<file path="src/rtl/cache2w_pkg.sv">
package cache2w_pkg;

    localparam int unsigned NUM_WAYS = 2;

    typedef enum logic [1:0] {
        CS_LOOKUP = 2'd0,
        CS_WRBACK = 2'd1,
        CS_FILL   = 2'd2
    } cache_state_e;

endpackage

</file>
<file path="src/rtl/cache2w_way.sv">
module cache2w_way #(
    parameter int unsigned SETS   = 8,
    parameter int unsigned IDX_W  = 3,
    parameter int unsigned TAG_W  = 8,
    parameter int unsigned OFF_W  = 2,
    parameter int unsigned LINE_W = 32
) (
    input  logic              clk,
    input  logic              rst_n,
    input  logic [IDX_W-1:0]  idx_i,
    input  logic [TAG_W-1:0]  cmp_tag_i,
    output logic              hit_o,
    output logic              valid_o,
    output logic              dirty_o,
    output logic [TAG_W-1:0]  tag_o,
    output logic [LINE_W-1:0] line_o,
    input  logic              byte_we_i,
    input  logic [OFF_W-1:0]  byte_off_i,
    input  logic [7:0]        byte_i,
    input  logic              fill_we_i,
    input  logic [TAG_W-1:0]  fill_tag_i,
    input  logic [LINE_W-1:0] fill_line_i
);

    logic [SETS-1:0]   valid_q;
    logic [SETS-1:0]   dirty_q;
    logic [TAG_W-1:0]  tag_q  [SETS];
    logic [LINE_W-1:0] line_q [SETS];

    // Status bits: cleared by reset
    always_ff @(posedge clk or negedge rst_n) begin
        if (!rst_n) begin
            valid_q <= '0;
            dirty_q <= '0;
        end else if (fill_we_i) begin
            valid_q[idx_i] <= 1'b1;
            dirty_q[idx_i] <= 1'b0;
        end else if (byte_we_i) begin
            dirty_q[idx_i] <= 1'b1;
        end
    end

    // Tag and data storage: no reset
    always_ff @(posedge clk) begin
        if (fill_we_i) begin
            tag_q[idx_i]  <= fill_tag_i;
            line_q[idx_i] <= fill_line_i;
        end else if (byte_we_i) begin
            line_q[idx_i][{byte_off_i, 3'b000} +: 8] <= byte_i;
        end
    end

    always_comb begin
        valid_o = valid_q[idx_i];
        dirty_o = dirty_q[idx_i];
        tag_o   = tag_q[idx_i];
        line_o  = line_q[idx_i];
        hit_o   = valid_q[idx_i] && (tag_q[idx_i] == cmp_tag_i);
    end


    byte_write_valid_chk: assert property (@(posedge clk) disable iff (!rst_n)
        byte_we_i |-> valid_q[idx_i]);


    fill_then_clean_chk: assert property (@(posedge clk) disable iff (!rst_n)
        fill_we_i |=> (valid_q[$past(idx_i)] && !dirty_q[$past(idx_i)]));

endmodule

</file>
<file path="src/rtl/cache2w_lru.sv">
module cache2w_lru #(
    parameter int unsigned SETS  = 8,
    parameter int unsigned IDX_W = 3
) (
    input  logic             clk,
    input  logic             rst_n,
    input  logic [IDX_W-1:0] idx_i,
    input  logic             touch_i,
    input  logic             touch_way_i,
    output logic             lru_way_o
);

    logic [SETS-1:0] lru_q;

    always_ff @(posedge clk or negedge rst_n) begin
        if (!rst_n) begin
            lru_q <= '0;
        end else if (touch_i) begin
            lru_q[idx_i] <= ~touch_way_i;
        end
    end

    assign lru_way_o = lru_q[idx_i];


    lru_points_away_chk: assert property (@(posedge clk) disable iff (!rst_n)
        touch_i |=> (lru_q[$past(idx_i)] != $past(touch_way_i)));

endmodule

</file>
<file path="src/rtl/cache2w_ctl.sv">
module cache2w_ctl
    import cache2w_pkg::*;
(
    input  logic clk,
    input  logic rst_n,
    input  logic miss_i,
    input  logic victim_dirty_i,
    input  logic mem_ack_i,
    output logic in_lookup_o,
    output logic mem_req_valid_o,
    output logic mem_req_write_o,
    output logic fill_done_o
);

    cache_state_e state_q, state_d;

    always_ff @(posedge clk or negedge rst_n) begin
        if (!rst_n) state_q <= CS_LOOKUP;
        else        state_q <= state_d;
    end

    always_comb begin
        state_d = state_q;
        unique case (state_q)
            CS_LOOKUP: if (miss_i)    state_d = victim_dirty_i ? CS_WRBACK : CS_FILL;
            CS_WRBACK: if (mem_ack_i) state_d = CS_FILL;
            CS_FILL:   if (mem_ack_i) state_d = CS_LOOKUP;
            default:                  state_d = CS_LOOKUP;
        endcase
    end

    always_comb begin
        in_lookup_o     = 1'b0;
        mem_req_valid_o = 1'b0;
        mem_req_write_o = 1'b0;
        fill_done_o     = 1'b0;
        unique case (state_q)
            CS_LOOKUP: in_lookup_o = 1'b1;
            CS_WRBACK: begin
                mem_req_valid_o = 1'b1;
                mem_req_write_o = 1'b1;
            end
            CS_FILL: begin
                mem_req_valid_o = 1'b1;
                fill_done_o     = mem_ack_i;
            end
            default: in_lookup_o = 1'b1;
        endcase
    end


    wb_then_fill_chk: assert property (@(posedge clk) disable iff (!rst_n)
        (mem_req_valid_o && mem_req_write_o && mem_ack_i) |=> (mem_req_valid_o && !mem_req_write_o));


    mem_req_hold_chk: assert property (@(posedge clk) disable iff (!rst_n)
        (mem_req_valid_o && !mem_ack_i) |=> (mem_req_valid_o && $stable(mem_req_write_o)));

endmodule

</file>
<file path="src/rtl/cache2w_top.sv">
module cache2w_top
    import cache2w_pkg::*;
#(
    parameter int unsigned ADDR_W     = 13,
    parameter int unsigned SETS       = 8,
    parameter int unsigned LINE_BYTES = 4,
    localparam int unsigned IDX_W     = $clog2(SETS),
    localparam int unsigned OFF_W     = $clog2(LINE_BYTES),
    localparam int unsigned TAG_W     = ADDR_W - IDX_W - OFF_W,
    localparam int unsigned LADDR_W   = ADDR_W - OFF_W,
    localparam int unsigned LINE_W    = 8 * LINE_BYTES
) (
    input  logic               clk,
    input  logic               rst_n,
    input  logic               req_valid,
    input  logic               req_write,
    input  logic [ADDR_W-1:0]  req_addr,
    input  logic [7:0]         req_wdata,
    output logic               req_ready,
    output logic [7:0]         rsp_rdata,
    output logic               mem_req_valid,
    output logic               mem_req_write,
    output logic [LADDR_W-1:0] mem_req_addr,
    output logic [LINE_W-1:0]  mem_wdata,
    input  logic               mem_ack,
    input  logic [LINE_W-1:0]  mem_rdata
);

    logic [TAG_W-1:0] req_tag;
    logic [IDX_W-1:0] req_idx;
    logic [OFF_W-1:0] req_off;

    assign req_tag = req_addr[ADDR_W-1 -: TAG_W];
    assign req_idx = req_addr[OFF_W +: IDX_W];
    assign req_off = req_addr[OFF_W-1:0];

    logic              in_lookup, fill_done;
    logic [IDX_W-1:0]  miss_idx_q;
    logic [TAG_W-1:0]  miss_tag_q;
    logic              victim_q;
    logic [IDX_W-1:0]  rd_idx;

    logic [NUM_WAYS-1:0] hit_vec, way_valid, way_dirty, byte_we, fill_we;
    logic [TAG_W-1:0]    way_tag  [NUM_WAYS];
    logic [LINE_W-1:0]   way_line [NUM_WAYS];

    logic lookup_hit, hit_way, lru_way, victim_now, victim_dirty, miss;

    assign rd_idx = in_lookup ? req_idx : miss_idx_q;

    for (genvar w = 0; w < NUM_WAYS; w++) begin : g_way
        assign byte_we[w] = in_lookup && req_valid && req_write && hit_vec[w];
        assign fill_we[w] = fill_done && (victim_q == w[0]);

        cache2w_way #(
            .SETS  (SETS),
            .IDX_W (IDX_W),
            .TAG_W (TAG_W),
            .OFF_W (OFF_W),
            .LINE_W(LINE_W)
        ) u_way (
            .clk        (clk),
            .rst_n      (rst_n),
            .idx_i      (rd_idx),
            .cmp_tag_i  (req_tag),
            .hit_o      (hit_vec[w]),
            .valid_o    (way_valid[w]),
            .dirty_o    (way_dirty[w]),
            .tag_o      (way_tag[w]),
            .line_o     (way_line[w]),
            .byte_we_i  (byte_we[w]),
            .byte_off_i (req_off),
            .byte_i     (req_wdata),
            .fill_we_i  (fill_we[w]),
            .fill_tag_i (miss_tag_q),
            .fill_line_i(mem_rdata)
        );
    end

    assign lookup_hit = |hit_vec;
    assign hit_way    = hit_vec[1];

    // Empty way first, then the recency bit
    always_comb begin
        if (!way_valid[0])      victim_now = 1'b0;
        else if (!way_valid[1]) victim_now = 1'b1;
        else                    victim_now = lru_way;
        victim_dirty = way_valid[victim_now] && way_dirty[victim_now];
    end

    assign miss = in_lookup && req_valid && !lookup_hit;

    always_ff @(posedge clk or negedge rst_n) begin
        if (!rst_n) begin
            miss_idx_q <= '0;
            miss_tag_q <= '0;
            victim_q   <= 1'b0;
        end else if (miss) begin
            miss_idx_q <= req_idx;
            miss_tag_q <= req_tag;
            victim_q   <= victim_now;
        end
    end

    cache2w_lru #(
        .SETS (SETS),
        .IDX_W(IDX_W)
    ) u_lru (
        .clk        (clk),
        .rst_n      (rst_n),
        .idx_i      (rd_idx),
        .touch_i    ((in_lookup && req_valid && lookup_hit) || fill_done),
        .touch_way_i(fill_done ? victim_q : hit_way),
        .lru_way_o  (lru_way)
    );

    cache2w_ctl u_ctl (
        .clk            (clk),
        .rst_n          (rst_n),
        .miss_i         (miss),
        .victim_dirty_i (victim_dirty),
        .mem_ack_i      (mem_ack),
        .in_lookup_o    (in_lookup),
        .mem_req_valid_o(mem_req_valid),
        .mem_req_write_o(mem_req_write),
        .fill_done_o    (fill_done)
    );

    logic [LINE_W-1:0] sel_line;

    assign sel_line     = hit_way ? way_line[1] : way_line[0];
    assign rsp_rdata    = sel_line[{req_off, 3'b000} +: 8];
    assign req_ready    = in_lookup && lookup_hit;
    assign mem_wdata    = way_line[victim_q];
    assign mem_req_addr = mem_req_write ? {way_tag[victim_q], miss_idx_q}
                                        : {miss_tag_q, miss_idx_q};


    one_hit_chk: assert property (@(posedge clk) disable iff (!rst_n)
        in_lookup |-> $onehot0(hit_vec));


    wb_only_dirty_chk: assert property (@(posedge clk) disable iff (!rst_n)
        (mem_req_valid && mem_req_write) |-> (way_valid[victim_q] && way_dirty[victim_q]));


    stall_ready_chk: assert property (@(posedge clk) disable iff (!rst_n)
        mem_req_valid |-> !req_ready);


    mem_addr_stable_chk: assert property (@(posedge clk) disable iff (!rst_n)
        (mem_req_valid && !mem_ack) |=> $stable(mem_req_addr));


    fill_completes_chk: assert property (@(posedge clk) disable iff (!rst_n)
        (fill_done && req_valid) |=> (!req_valid || !$stable(req_addr) || req_ready));

endmodule

</file>
<file path="config.mk">
export PLATFORM = sky130hd
export DESIGN_NAME = cache2w_top
export DESIGN_NICKNAME = d
export VERILOG_FILES = /design/src/rtl/cache2w_pkg.sv /design/src/rtl/cache2w_way.sv /design/src/rtl/cache2w_lru.sv /design/src/rtl/cache2w_ctl.sv /design/src/rtl/cache2w_top.sv
export SDC_FILE = /design/constraint.sdc
export NUM_CORES = 1
export LEC_CHECK = 0
export ABC_CLOCK_PERIOD_IN_PS = 6200
export BUFFER_PORTS_ARGS = -buffer_cell sky130_fd_sc_hd__buf_4
export CAP_MARGIN = 20
export CORE_ASPECT_RATIO = 1.2
export CORE_MARGIN = 4
export CORE_UTILIZATION = 58
export CTS_CLUSTER_DIAMETER = 80
export DETAILED_ROUTE_END_ITERATION = 10
export PLACE_DENSITY_LB_ADDON = 0.12
export SYNTH_ARGS = -nofsm -noshare
export SYNTH_HDL_FRONTEND = slang
export SYNTH_SLANG_ARGS = --single-unit
</file>
<file path="constraint.sdc">
create_clock -name clk -period 6.2 [get_ports clk]
set_clock_uncertainty 0.1 [all_clocks]
set_input_delay 1.24 -clock clk [delete_from_list [all_inputs] [get_ports clk]]
set_output_delay 1.24 -clock clk [all_outputs]
set_load 0.005 [all_outputs]
</file>
==> impl_metrics.tcl <==
set metrics [dict create \
    die_area_sq_um 52700 \
    fp.dieW_microns 210 \
    worst-path-buf-inv 5 \
    ys.flop_type "edfxtp_1" \
    rsz0062_at_grt "no" \
    grt_use_met1 0.419 \
    grtUsageTotal 0.314 \
    avgViaCountPerCell 6.71 \
    whs_ns 0.370 \
    drt-wirelength-per-cell_microns 30.6 \
    synthCells 1848 \
    end_kind "primary output" \
    synthTopCellsByArea "edfxtp_1, dfrtp_1, a22oi_1" \
    yosysWarnings 0 \
    rr_worst_depth 13 \
    ctsRootBufferMaster "clkbuf_16" \
    setup_viol 0 \
    yosysTopAreaCellShare 0.675 \
    yosysMostFrequentCell "edfxtp_1" \
    ys_async_sr_fraction 0.0778 \
    cp-startpoint "u_ctl.state_q[0]" \
    placed_area_sq_um 30700 \
    max_slew_margin 0.210 \
    leakagePower_uw 0.0114 \
    crit_chain "inv_1 > ha_1 > buf_4 > mux2_4 > buf_4 > nor2_4 > buf_4 > a222oi_1 > a21boi_0 > and3_1 > mux4_2 > mux2i_1 > buf_4" \
    post_route_cells_drive_above_1_share 0.232 \
    numCtsBuffers 68 \
    grt_max_degree 59 \
    htreeDepth 3 \
    ant_nets 0 \
    gr-usage-met3 0.0512 \
    fin_area_sq_um 32900 \
    gp_routability_congestion 0.894 \
    worst_path_largest_cell_delay_ns 0.49 \
    clkSinkCount 694 \
    r2r_end "g_way[1].u_way.line_q[6][25]" \
    clk_latency_ns 0.61 \
    syn-cell-area_sq_um 28500 \
    cp_common_cell "buf_4" \
    finalHoldViolCount 0 \
    start_util 0.589 \
    cts_hold_buf 0 \
    drt-total-wl_microns 83100 \
    p_per_area_nw_per_um2 485 \
    utilization 0.680 \
    top_usage_layer "met2" \
    path_depth 13 \
    drt-pass1-iter-count 6 \
    ioPinCount 112 \
    drt_iter0_markers 2578 \
    synth-edff-count 640 \
    yosysTopAreaCell "edfxtp_1" \
    core_area_sq_um 48300 \
    setup_tns_ns 0 \
    slew_viol_final 0 \
    use_met2 0.501 \
    worstMarginPinSlew_ns 1.18 \
    antenna_found_initial 0 \
    syn_nets 1914 \
    critPathCapture "rsp_rdata[5]" \
    fp.dieH_microns 251 \
    yosysSeqAreaShare 0.723 \
    fillers 3334 \
    synth_common_cells "edfxtp_1, nand2_1, nor2_1, a22oi_1, a21oi_1" \
    syn2layout_area_growth_pct 15.5 \
    path_max_fanout 27 \
    clk_path_buf_depth 3 \
    slowest_stage "mux4_2" \
    crit_family "multiplexers" \
    period_needed_ns 6.07 \
    critical_path_required_ns 4.86 \
    cp.arrival_ns 4.73 \
    status "complete, no violations" \
    crit-reg2reg-launch "u_ctl.state_q[0]" \
    synth-seq-cells 694 \
    avgSynthCellArea_sq_um 15.4 \
    path_clk_slew_ns 0.06 \
    antennaDiodeCount 0 \
    rrSetupSlack_ns 0.77 \
    synth.distinct_cells 75 \
    drc_errors 0 \
    grt_remaining_overflow 0 \
    vias 18200 \
    fin_nets 2097 \
    critPathLaunchType "flip-flop" \
    place_hpwl_microns 53900 \
    cts_tree "yes" \
    path_class "reg2out" \
    cap_violations 0 \
    io_buffers 111 \
    rows 88 \
    peakVddDrop_mv 0.276 \
    clock.fmax_ghz 0.165 \
    hold_class "reg2reg" \
    grt_pass1_wl_microns 121000 \
    post-route-period-util 0.978 \
    grt_pass1_vias 18100 \
]
-- power by group --
part | switching (uW) | internal [uW] | leakage, uW
Clock | 1710 | 2280 | 0.00103
Combinational | 3780 | 2220 | 0.00389
Sequential | 333 | 5630 | 0.00643
-- routing by layer --
layer / vias to the layer above / wire [microns] / share of wire
met5: - / 0 / 0
met4: 0 / 4640 / 0.056
met3: 235 / 8480 / 0.10
met2: 1170 / 40100 / 0.48
met1: 9150 / 30000 / 0.36
li1: 7677 / - / -
-- sequential cells by signal, summed over array words and instances (netlist names), named ones only --
name                 flops
u_lru.lru_q              8
victim_q                 1
miss_tag_q               8
g_way.u_way.line_q     512
miss_idx_q               3
g_way.u_way.valid_q     16
g_way.u_way.tag_q      128
u_ctl.state_q            2
-- metrics by stage --
stage / setup WS [ns] / instances / power, uW
finish: 0.134 / 2717 / 16000
global route: 0.0416 / 2717 / 16500
CTS: 0.0619 / 2714 / 15900
detailed placement: 0.359 / 2584 / 11900
global placement: 0.404 / 2583 / 11800
floorplan: 0.982 / 1848 / 8960
-- worst min-delay path by stage --
stage / startpoint / endpoint / slack, ns / cells past startpoint
after global routing: g_way[0].u_way.valid_q[4] / g_way[0].u_way.valid_q[4] / 0.38 / 1
after detailed placement: g_way[0].u_way.valid_q[4] / g_way[0].u_way.valid_q[4] / 0.35 / 1
after CTS: g_way[1].u_way.valid_q[2] / g_way[1].u_way.valid_q[2] / 0.37 / 1
final: g_way[1].u_way.valid_q[2] / g_way[1].u_way.valid_q[2] / 0.37 / 1
after floorplan: g_way[0].u_way.valid_q[4] / g_way[0].u_way.valid_q[4] / 0.34 / 1
after global placement: g_way[0].u_way.valid_q[4] / g_way[0].u_way.valid_q[4] / 0.35 / 1
-- timing repair --
action | CTS | global route
setup endpoints to repair | 3 | 5
gates resized for setup | 0 | 1
pin swaps | 0 | 0
buffers inserted | 4 | 0
-- cells in the final DEF, fill, tap and decap left out, drive strengths merged, types with 5 or more instances in the layout --
master    n
edfxtp  640
buf     232
nand2   140
nor2    133
a22oi   112
clkbuf   97
mux2     93
a21oi    80
nand3    61
dfrtp    54
a222oi   45
mux2i    43
and3     39
and2     37
a221oi   29
a22o     27
o22ai    23
clkinv   19
or2      18
mux4     16
inv      12
xnor2    11
nand4    11
nor3     10
o211a     9
ha        8
o21ai     8
and4      7
nor3b     5
xor2      5
nor4      5
-- area by class of cell --
class | count | area [sq um] | area share
flip-flops and latches | 694 | 20600 | 0.626
well taps | 630 | 788 | 0.0240
clock buffers | 96 | 1870 | 0.0568
inverters | 7 | 26.3 | 0.000799
clock inverters | 30 | 264 | 0.00803
repair buffers | 233 | 1890 | 0.0575
multi-input cells | 1027 | 7480 | 0.227
-- worst reg2reg max path: stages, from the launching register on --
cell	delay [ns]
dfrtp_1	0.36
inv_1	0.08
ha_1	0.47
or3b_1	0.53
o21a_1	0.33
o221a_2	0.33
o221ai_2	0.20
xnor2_1	0.09
nor4_1	0.28
and4_2	0.43
buf_4	0.20
and2_1	0.40
a21oi_1	0.28
nor2_1	0.95
-- kinds of logic (layout without fill, tap and decap cells) --
family	count (synthesis)	after routing	share of synthesized area
AOI/OAI and AO/OA	365	365	0.0968
xor gates and xnor gates	16	16	0.00492
adders and majority gates	8	8	0.00352
buffers and inverters	127	366	0.0190
DFF	694	694	0.723
muxes	152	152	0.0688
and+or+nand+nor	486	486	0.0843
Power figures use the tool's default switching activity.
